## src/rtl/ob_clamp.sv

```systemverilog
module ob_clamp #(
  parameter int DW = 12,
  parameter int CW = 13,
  parameter int LIMV = 1023
) (
  input  logic          clk,
  input  logic          rst_n,
  input  logic          frame_start,
  input  logic          pix_valid,
  input  logic [DW-1:0] pix_data,
  input  logic [CW-1:0] pix_x,
  input  logic [CW-1:0] pix_y,
  input  logic [1:0]    pix_col,
  input  logic          clamp_en,
  input  logic          color_sep,
  input  logic [CW-1:0] dc_offset,
  input  logic [CW-1:0] sub_row,
  input  logic [1:0]    hmode,
  input  logic          limit_en,
  input  logic          base_right,
  input  logic [4:0]    win_cnt_m1,
  input  logic [CW-1:0] win_x0,
  input  logic [CW-1:0] win_y0,
  input  logic [1:0]    win_w_sel,
  input  logic [1:0]    win_h_sel,
  input  logic [1:0]    vreset_sel,
  input  logic [DW-1:0] vreset_val,
  input  logic [7:0]    line_coef,
  input  logic [CW-1:0] ob_x0,
  input  logic [CW-1:0] ob_y0,
  input  logic [CW-1:0] ob_h,
  input  logic [1:0]    ob_w_sel,
  output logic          out_valid,
  output logic [DW-1:0] out_data
);
  localparam int XW   = CW + 6;
  localparam int ACW  = DW + 12;
  localparam int LW   = DW + 5;
  localparam int PW   = DW + 10;
  localparam int SW   = DW + 3;
  localparam logic [DW-1:0] MAXV = {DW{1'b1}};

  logic [ACW-1:0] acc [4];
  logic [DW-1:0]  hc [4];
  logic [DW-1:0]  hall, vcl;
  logic [LW-1:0]  lsum;
  logic           hdone, hlatch;

  wire [XW-1:0] px = XW'(pix_x);
  wire [XW-1:0] py = XW'(pix_y);

  wire [DW-1:0] lim = (limit_en && pix_data > DW'(LIMV)) ? DW'(LIMV) : pix_data;

  // horizontal sample window
  wire [2:0]    wlog = {1'b0, win_w_sel} + 3'd1;
  wire [3:0]    hshift = {1'b0, wlog} + {2'b0, win_h_sel} + 4'd5;
  wire [XW-1:0] wsz = XW'(2) << win_w_sel;
  wire [XW-1:0] hsz = XW'(32) << win_h_sel;
  wire [XW-1:0] bx  = XW'(win_x0) + (base_right ? (XW'(win_cnt_m1) << wlog) : '0);
  wire [XW-1:0] by  = XW'(win_y0);
  wire in_win = pix_valid && hmode != 2'd2 && !hdone &&
                px >= bx && px < bx + wsz && py >= by && py < by + hsz;
  wire win_last = in_win && px == bx + wsz - 1 && py == by + hsz - 1;
  wire [ACW+1:0] tot = ACW'(0) + acc[0] + acc[1] + acc[2] + acc[3];

  always_ff @(posedge clk or negedge rst_n) begin
    if (!rst_n) begin
      for (int c = 0; c < 4; c++) begin
        acc[c] <= '0;
        hc[c]  <= '0;
      end
      hall   <= '0;
      hdone  <= 1'b0;
      hlatch <= 1'b0;
    end else if (frame_start) begin
      for (int c = 0; c < 4; c++) acc[c] <= '0;
      hdone  <= 1'b0;
      hlatch <= 1'b0;
    end else begin
      if (in_win) acc[pix_col] <= acc[pix_col] + ACW'(lim);
      if (win_last) hdone <= 1'b1;
      hlatch <= win_last;
      if (hlatch && hmode != 2'd2) begin
        for (int c = 0; c < 4; c++) hc[c] <= DW'(acc[c] >> (hshift - 4'd2));
        hall <= DW'(tot >> hshift);
      end
    end
  end

  // vertical running value
  wire [XW-1:0] osz = XW'(2) << ob_w_sel;
  wire [2:0]    olog = {1'b0, ob_w_sel} + 3'd1;
  wire in_ob = pix_valid && py >= XW'(ob_y0) && py < XW'(ob_y0) + XW'(ob_h) &&
               px >= XW'(ob_x0) && px < XW'(ob_x0) + osz;
  wire ob_last = in_ob && px == XW'(ob_x0) + osz - 1;
  wire [LW-1:0] lsum_n = lsum + LW'(lim);
  wire [DW-1:0] avg = DW'(lsum_n >> olog);
  wire signed [DW:0]   delta = $signed({1'b0, avg}) - $signed({1'b0, vcl});
  wire signed [PW-1:0] prod  = PW'(delta) * PW'($signed({1'b0, line_coef}));
  wire signed [PW-1:0] vsum  = PW'($signed({1'b0, vcl})) + (prod >>> 8);

  always_ff @(posedge clk or negedge rst_n) begin
    if (!rst_n) begin
      vcl  <= '0;
      lsum <= '0;
    end else if (frame_start) begin
      lsum <= '0;
      case (vreset_sel)
        2'd0:    vcl <= hall;
        2'd1:    vcl <= vreset_val;
        default: vcl <= vcl;
      endcase
    end else if (in_ob) begin
      if (ob_last) begin
        lsum <= '0;
        vcl  <= DW'(vsum);
      end else begin
        lsum <= lsum_n;
      end
    end
  end

  // subtraction, offset, saturation
  wire [DW-1:0] hterm = (hmode == 2'd0) ? '0 : (color_sep ? hc[pix_col] : hall);
  wire [DW:0]   clamp = (clamp_en && py >= XW'(sub_row)) ? ({1'b0, hterm} + {1'b0, vcl}) : '0;
  wire signed [SW-1:0] sres = $signed({3'b0, pix_data}) - $signed({2'b0, clamp})
                              + SW'($signed(dc_offset));
  wire [DW-1:0] sat = sres < 0 ? '0 : (sres > $signed({3'b0, MAXV}) ? MAXV : DW'(sres));

  always_ff @(posedge clk or negedge rst_n) begin
    if (!rst_n) begin
      out_valid <= 1'b0;
      out_data  <= '0;
    end else begin
      out_valid <= pix_valid;
      if (pix_valid) out_data <= sat;
    end
  end


  valid_pipe_chk: assert property (@(posedge clk) disable iff (!rst_n)
    pix_valid |=> out_valid);

  passthru_chk: assert property (@(posedge clk) disable iff (!rst_n)
    (pix_valid && !clamp_en && dc_offset == '0) |=> out_data == $past(pix_data));

  above_row_chk: assert property (@(posedge clk) disable iff (!rst_n)
    (pix_valid && py < XW'(sub_row) && dc_offset == '0) |=> out_data == $past(pix_data));

  hold_chk: assert property (@(posedge clk) disable iff (!rst_n)
    (hmode == 2'd2) |=> $stable(hall));

  vert_bound_chk: assert property (@(posedge clk) disable iff (!rst_n)
    (ob_last && !frame_start) |=>
      ((vcl <= $past(vcl) || vcl <= $past(avg)) && (vcl >= $past(vcl) || vcl >= $past(avg))));
endmodule

```

## config.mk

```make
export PLATFORM = sky130hd
export DESIGN_NAME = ob_clamp
export DESIGN_NICKNAME = d
export VERILOG_FILES = /design/src/rtl/ob_clamp.sv
export SDC_FILE = /design/constraint.sdc
export NUM_CORES = 1
export LEC_CHECK = 0
export ABC_AREA = 1
export BUFFER_PORTS_ARGS = -buffer_cell sky130_fd_sc_hd__buf_2
export CORE_ASPECT_RATIO = 0.5
export CORE_MARGIN = 2
export CORE_UTILIZATION = 50
export CTS_BUF_LIST = sky130_fd_sc_hd__clkbuf_4
export DETAILED_ROUTE_END_ITERATION = 10
export GPL_ROUTABILITY_DRIVEN = 0
export HOLD_SLACK_MARGIN = 0.08
export PLACE_DENSITY_LB_ADDON = 0.08
export SLEW_MARGIN = 20
export SYNTH_ARGS = -nofsm -noshare
export SYNTH_HDL_FRONTEND = slang
export SYNTH_SLANG_ARGS = --single-unit
```

## constraint.sdc

```tcl
create_clock -name clk -period 7.6 [get_ports clk]
set_input_delay 0.76 -clock clk [delete_from_list [all_inputs] [get_ports clk]]
set_output_delay 0.76 -clock clk [all_outputs]
set_load 0.02 [all_outputs]
```

==> out/metrics.csv, run 1 <==
stage,metric,value,unit
status,outcome,"finished, violations left",
status,violations,setup timing,
floorplan,core-area,61300,um2
clocking,clockBufferDepth,2,
final_layout,layout_common_cells,"995 x nand2_1, 611 x inv_1, 361 x ha_1, 343 x nand3_1, 335 x o21ai_0",
synth,synth-xor-area-share,4.67,%
synth,synth-simple-area-share,25.4,%
setup_path,critPathCaptureType,register,
sta,setup_ws,-1210,ps
final_layout,layout_commonest_cell,nand2_1,
place,hpwl,80200,um
min_path,worstHoldPathType,input pin to async pin,
clocking,cts_buffers,17,
route,viasPerCell,5.63,
final_layout,syn2layout_area_growth,14.5,%
synth,synth_sequential_area_ratio,16.0,%
final_layout,multiInputGateArea,23800,um2
setup_path,max_stage_delay,510,ps
synth,ys.flop_type,dfrtp_1,
synth,yosys_warnings,0,
route,drtIter0Drc,2696,
sta,finClkSkew,30.2,ps
synth,synth_top_family_by_area,simple AND/OR/NAND/NOR gates,
floorplan,io_pins,187,
grt,grt_overflow,0,
synth,syn_inst,4585,
synth,async_reset_ff_share,100,%
route,wl_per_cell,17.8,um
clocking,clk_pin_slew,170,ps
sta,max_freq,113,MHz
grt,grt_pass1_wl,162000,um
final_layout,nFillCells,6032,
grt,use_met2,52.2,%
grt,antenna_found_initial,3,
sta,min_period,8810,ps
synth,synth.distinct_cells,62,
setup_path,critical_path_required,8190,ps
sta,tightestPinTransition,983,ps
final_layout,fin_util,58.0,%
synth,synthAdderAreaFrac,24.6,%
synth,synth_nets,5284,
sta,tns,-8620,ps
clocking,clock_latency,700,ps
setup_path,reg2reg_slack,-1090,ps
route,vias,32211,
setup_path,critPathBufInv,12,
setup_path,startpoint,pix_data[10],
sta,hold_violations,0,
place,port_buffers,186,
clocking,cts_htree_levels,4,
grt,grt_pass1_vias,30678,
synth,synth.area.mux_share,0.710,%
setup_path,crit_family,adder cells,
sta,fin_crit_sh,116,%
floorplan,die_w,356,um
synth,syn_area,31000,um2
sta,setup_viol,10,
clocking,ctsRootBufferMaster,clkbuf_4,
synth,syn_area_per_cell,6.77,um2
final_layout,fin_nets,5585,
route,dr.pass1.iters,6,
setup_path,start_kind,input pin,
run,maxCapViolCount,0,
setup_path,cp.arrival,9400,ps
setup_path,r2r-start,lsum[0]$_DFFE_PN0P_,
synth,ys_ff_latch,199,
synth,synth_compound_area_share,18.4,%
setup_path,cp_common_cell,nand2_1,
sta,rsz0062_at_grt,yes,
synth,synth_edf_count,0,
grt,grt_util_all_layers,31.4,%
sta,drv_slew,0,
setup_path,crit_fanout,7,
grt,grt_max_degree,89,
setup_path,crit_type,input pin to register,
floorplan,die_y,180,um
grt,grt_most_used_layer,met2,
floorplan,num_rows,64,
clocking,clock_sinks,199,
floorplan,initial_core_util,50.7,%
final_layout,seqCellArea,4980,um2
clocking,cts_tree,done,
final_layout,drive_gt1_share,14.7,%
floorplan,dieArea,64200,um2
route,drc,0,
route,antenna_left,0,
sta,slew_headroom,33.6,%
grt,grt_use_met3,4.08,%
route,wirelength,102000,um
setup_path,slowest_stage,fa_1,
grt,grtUsageMet1,42.4,%
clocking,cts_hold_buf,0,
## flip-flops by register name (all words and copies together) (netlist names)
signal / count
out_data: 12
lsum: 16
hc: 48
vcl: 12
acc: 96
out_valid: 1
hall: 12
hdone: 1
hlatch: 1
## layer usage
| metal | share of wire [%] | vias up |
|---|---|---|
| met5 | 0.013 | - |
| met4 | 3.1 | 2 |
| met3 | 6.4 | 185 |
| met2 | 46 | 1044 |
| met1 | 44 | 15135 |
| li1 | - | 15845 |
## path summary, 6_finish.rpt
kind / to / cells past startpoint
min reg2reg: out_data[7]$_DFFE_PN0P_ / 2
max: vcl[11]$_DFFE_PN0P_ / 61
max reg2reg: vcl[11]$_DFFE_PN0P_ / 57
min in group clk: out_valid$_DFF_PN0_ / 1
min: acc[35]$_DFFE_PN0P_ / 1
max in group asynchronous: out_data[4]$_DFFE_PN0P_ / 2
## cell families (layout without fill, tap and decap cells)
family          after synthesis  in the layout
other cells                   0              2
xor+xnor                    164            164
compound gates             1019           1019
buf+inv                     809           1122
simple gates               1847           1847
flops                       199            199
mux                          22             22
fa+ha+maj                   525            525
## repair_timing
action,4_1_cts,5_1_grt
buffers inserted,34,28
setup endpoints to repair,10,12
gates resized for setup,93,98
pin swaps,93,99
endpoints found under the hold margin,0,0
## layout make-up
class | count | share of cell area, %
multi-input cells | 3577 | 67.0
flip-flops and latches | 199 | 14.0
repair buffers | 457 | 8.60
inverters | 634 | 6.73
well taps | 825 | 2.90
clock buffers | 18 | 0.380
clock inverters | 13 | 0.380
diodes | 2 | 0.0141
## per-stage QoR
stage / worst slack, ps / hold slack, ps / cells / instance area, um2
3_3_place_gp: -1780 / 458 / 5635 / 34100
6_report: -1210 / 91.8 / 5725 / 35500
4_1_cts: -991 / 105 / 5695 / 34900
2_1_floorplan: -1130 / 450 / 4585 / 31200
5_1_grt: -1610 / 97.3 / 5724 / 35500
3_5_place_dp: -1990 / 464 / 5635 / 34100
## synthesized netlist by cell type (45+ instances only)
cell type	count	area, um2
a21oi_1	297	1490
a31oi_1	45	282
clkbuf_1	128	480
dfrtp_1	199	4980
fa_1	143	2860
ha_1	382	4780
inv_1	629	2360
nand2_1	1025	3850
nand3_1	351	1760
nor2_1	303	1140
o21ai_0	368	1840
o21ai_1	88	440
o22ai_1	57	357
xnor2_1	49	429
xor2_1	114	998
Power of run 1 is not shown: default switching activity piles up to over one toggle a cycle in this logic, so the estimate is an artifact.
==> inputs of run 2 (changes only) <==
Settings changed: CAP_MARGIN from default to 20, CORE_UTILIZATION 50 to 59, SLEW_MARGIN 20 to default.
==> out/metrics.csv, run 2 (synthesis results as in run 1) <==
stage,metric,value,unit,change
status,outcome,"finished, violations left",,
sta,tns,-11020,ps,-2400 ps
route,drtIter0Drc,3595,,+33%
route,wirelength,102000,um,-0.29%
run,maxCapViolCount,0,,unchanged
final_layout,drive_gt1_share,14.9,%,+0.24 points
final_layout,largest_reg_flops,96,,unchanged
setup_path,cp_common_cell,nand2_1,,
setup_path,max_stage_delay,530,ps,+20 ps
route,drc,0,,unchanged
sta,fin_crit_sh,119,%,+3.2 points
status,violations,setup timing,,
final_layout,layout_commonest_cell,nand2_1,,
setup_path,crit_type,input pin to register,,
floorplan,die_y,166,um,-7.8%
min_path,hold_depth,1,,
clocking,cts_htree_levels,4,,unchanged
grt,antenna_found_initial,3,,unchanged
floorplan,core-area,52000,um2,-15%
place,place_ws,-1970,ps,+14.5 ps
floorplan,die_w,328,um,-7.9%
sta,drv_slew,0,,unchanged
sta,setup_viol,11,,+1
sta,setup_ws,-1450,ps,-241 ps
grt,grt_pass1_wl,161000,um,-0.88%
min_path,holdCritStartpoint,pix_valid,,
setup_path,r2r-start,lsum[0]$_DFFE_PN0P_,,
setup_path,reg2reg_slack,-1320,ps,-230 ps
setup_path,r2r_end,vcl[11]$_DFFE_PN0P_,,
place,dpl.cell_count,5514,,-2.1%
grt,grt_util_all_layers,36.4,%,+5.0 points
route,dr.pass1.iters,5,,-1
floorplan,dieArea,54600,um2,-15%
sta,rsz0062_at_grt,yes,,
min_path,worstHoldPathType,input pin to register,,
final_layout,regMostFlops,acc,,
setup_path,critical_path_required,8230,ps,+40 ps
floorplan,initial_core_util,59.7,%,+9.1 points
route,viasPerCell,5.88,,+4.6%
clocking,ctsRootBufferMaster,clkbuf_4,,
setup_path,cp.arrival,9680,ps,+280 ps
final_layout,fin_util,68.5,%,+10 points
place,port_buffers,186,,unchanged
floorplan,num_rows,59,,-7.8%
sta,hold_violations,0,,unchanged
clocking,clock_sinks,199,,unchanged
final_layout,layout_common_cells,"995 x nand2_1, 608 x inv_1, 358 x ha_1, 345 x nand3_1, 337 x o21ai_0",,
sta,tightestPinTransition,992,ps,+8.31 ps
setup_path,critPathCaptureType,register,,
final_layout,nFillCells,4584,,-24%
route,vias,33036,,+2.6%
floorplan,io_pins,187,,unchanged
sta,slew_headroom,33.1,%,-0.56 points
clocking,clk_pin_slew,200,ps,+30 ps
grt,grt_overflow,0,,unchanged
sta,finClkSkew,36.3,ps,+6.08 ps
clocking,clock_latency,700,ps,about the same
route,antenna_left,0,,unchanged
setup_path,slowest_stage,fa_1,,
final_layout,finalNonFillerCells,5615,,-1.9%
clocking,cts_buffers,17,,unchanged
sta,min_period,9050,ps,+241 ps
grt,grt_pass1_vias,31360,,+2.2%
setup_path,crit_fanout,6,,-1
min_path,hold-path-endpoint,out_valid$_DFF_PN0_,,
final_layout,syn2layout_area_growth,14.7,%,
final_layout,largestRegisters,"acc (96), hc (48), lsum (16)",,
grt,grt_max_degree,103,,+16%
place,hpwl,77600,um,-3.2%
sta,max_freq,110,MHz,-2.7%
final_layout,fin_nets,5598,,+0.23%
setup_path,r2r_cells,53,,-7.0%
clocking,clockBufferDepth,2,,unchanged
route,wl_per_cell,18.1,um,+1.7%
clocking,cts_tree,done,,
setup_path,start_kind,input pin,,
==> run 2: changes by cell type in the layout (fill, tap and decap cells not counted), moves of 4 or more <==
cell and delta:
buf_4 +7, fa_1 +5, fa_2 -5, inv_2 +5
nor2_1 -5, buf_6 +4, nor2_2 +4
==> run 2: timing repair <==
action                                  CTS  global route
pin swaps                               121           119
hold buffers                              1             0
resized for setup                       101           100
hold endpoints to repair                 62             0
setup buffers                            54            20
endpoints found under the setup margin   10            11
==> run 2: how the worst max path moves through the flow <==
stage          cells past startpoint                   to          from
2_1_floorplan                     54  vcl[11]$_DFFE_PN0P_  pix_data[10]
3_3_place_gp                      56  vcl[11]$_DFFE_PN0P_  pix_data[10]
3_5_place_dp                      55  vcl[11]$_DFFE_PN0P_  pix_data[10]
4_1_cts                           58  vcl[11]$_DFFE_PN0P_  pix_data[11]
5_1_grt                           58  vcl[11]$_DFFE_PN0P_  pix_data[10]
6_report                          57  vcl[11]$_DFFE_PN0P_  pix_data[10]
==> run 2: routing by layer <==
metal	routed length (um)	vias to the layer above	GRT usage, %
met5	0	-	0
met4	4560	0	15.0
met3	8620	337	5.88
met2	46900	1544	60.1
met1	41700	15320	47.4
li1	-	15835	-
==> run 2: layout make-up <==
cell class	instances	area (um2)	share of cell area [%]
diodes	2	5.00	0.0141
clock buffers	17	128	0.359
clock inverters	15	204	0.573
inverters	634	2390	6.71
multi-input cells	3577	23800	66.9
flip-flops and latches	199	4980	14.0
well taps	701	877	2.46
repair buffers	470	3190	8.95
==> run 2: stage by stage <==
stage,area (um2),hold WS [ps]
floorplan,31200,450
detailed placement,34000,464
global placement,34000,459
global route,35600,180
finish,35600,208
CTS,35000,183
==> run 2: critical path, delay by kind of cell <==
kind	cells	cell delay, ps
AOI/OAI and AO/OA	14	1820
xor gates and xnor gates	3	600
adders and majority gates	8	3260
buffers and inverters	12	1330
and+or+nand+nor	20	1860
Power of run 2 is left out for the same reason.
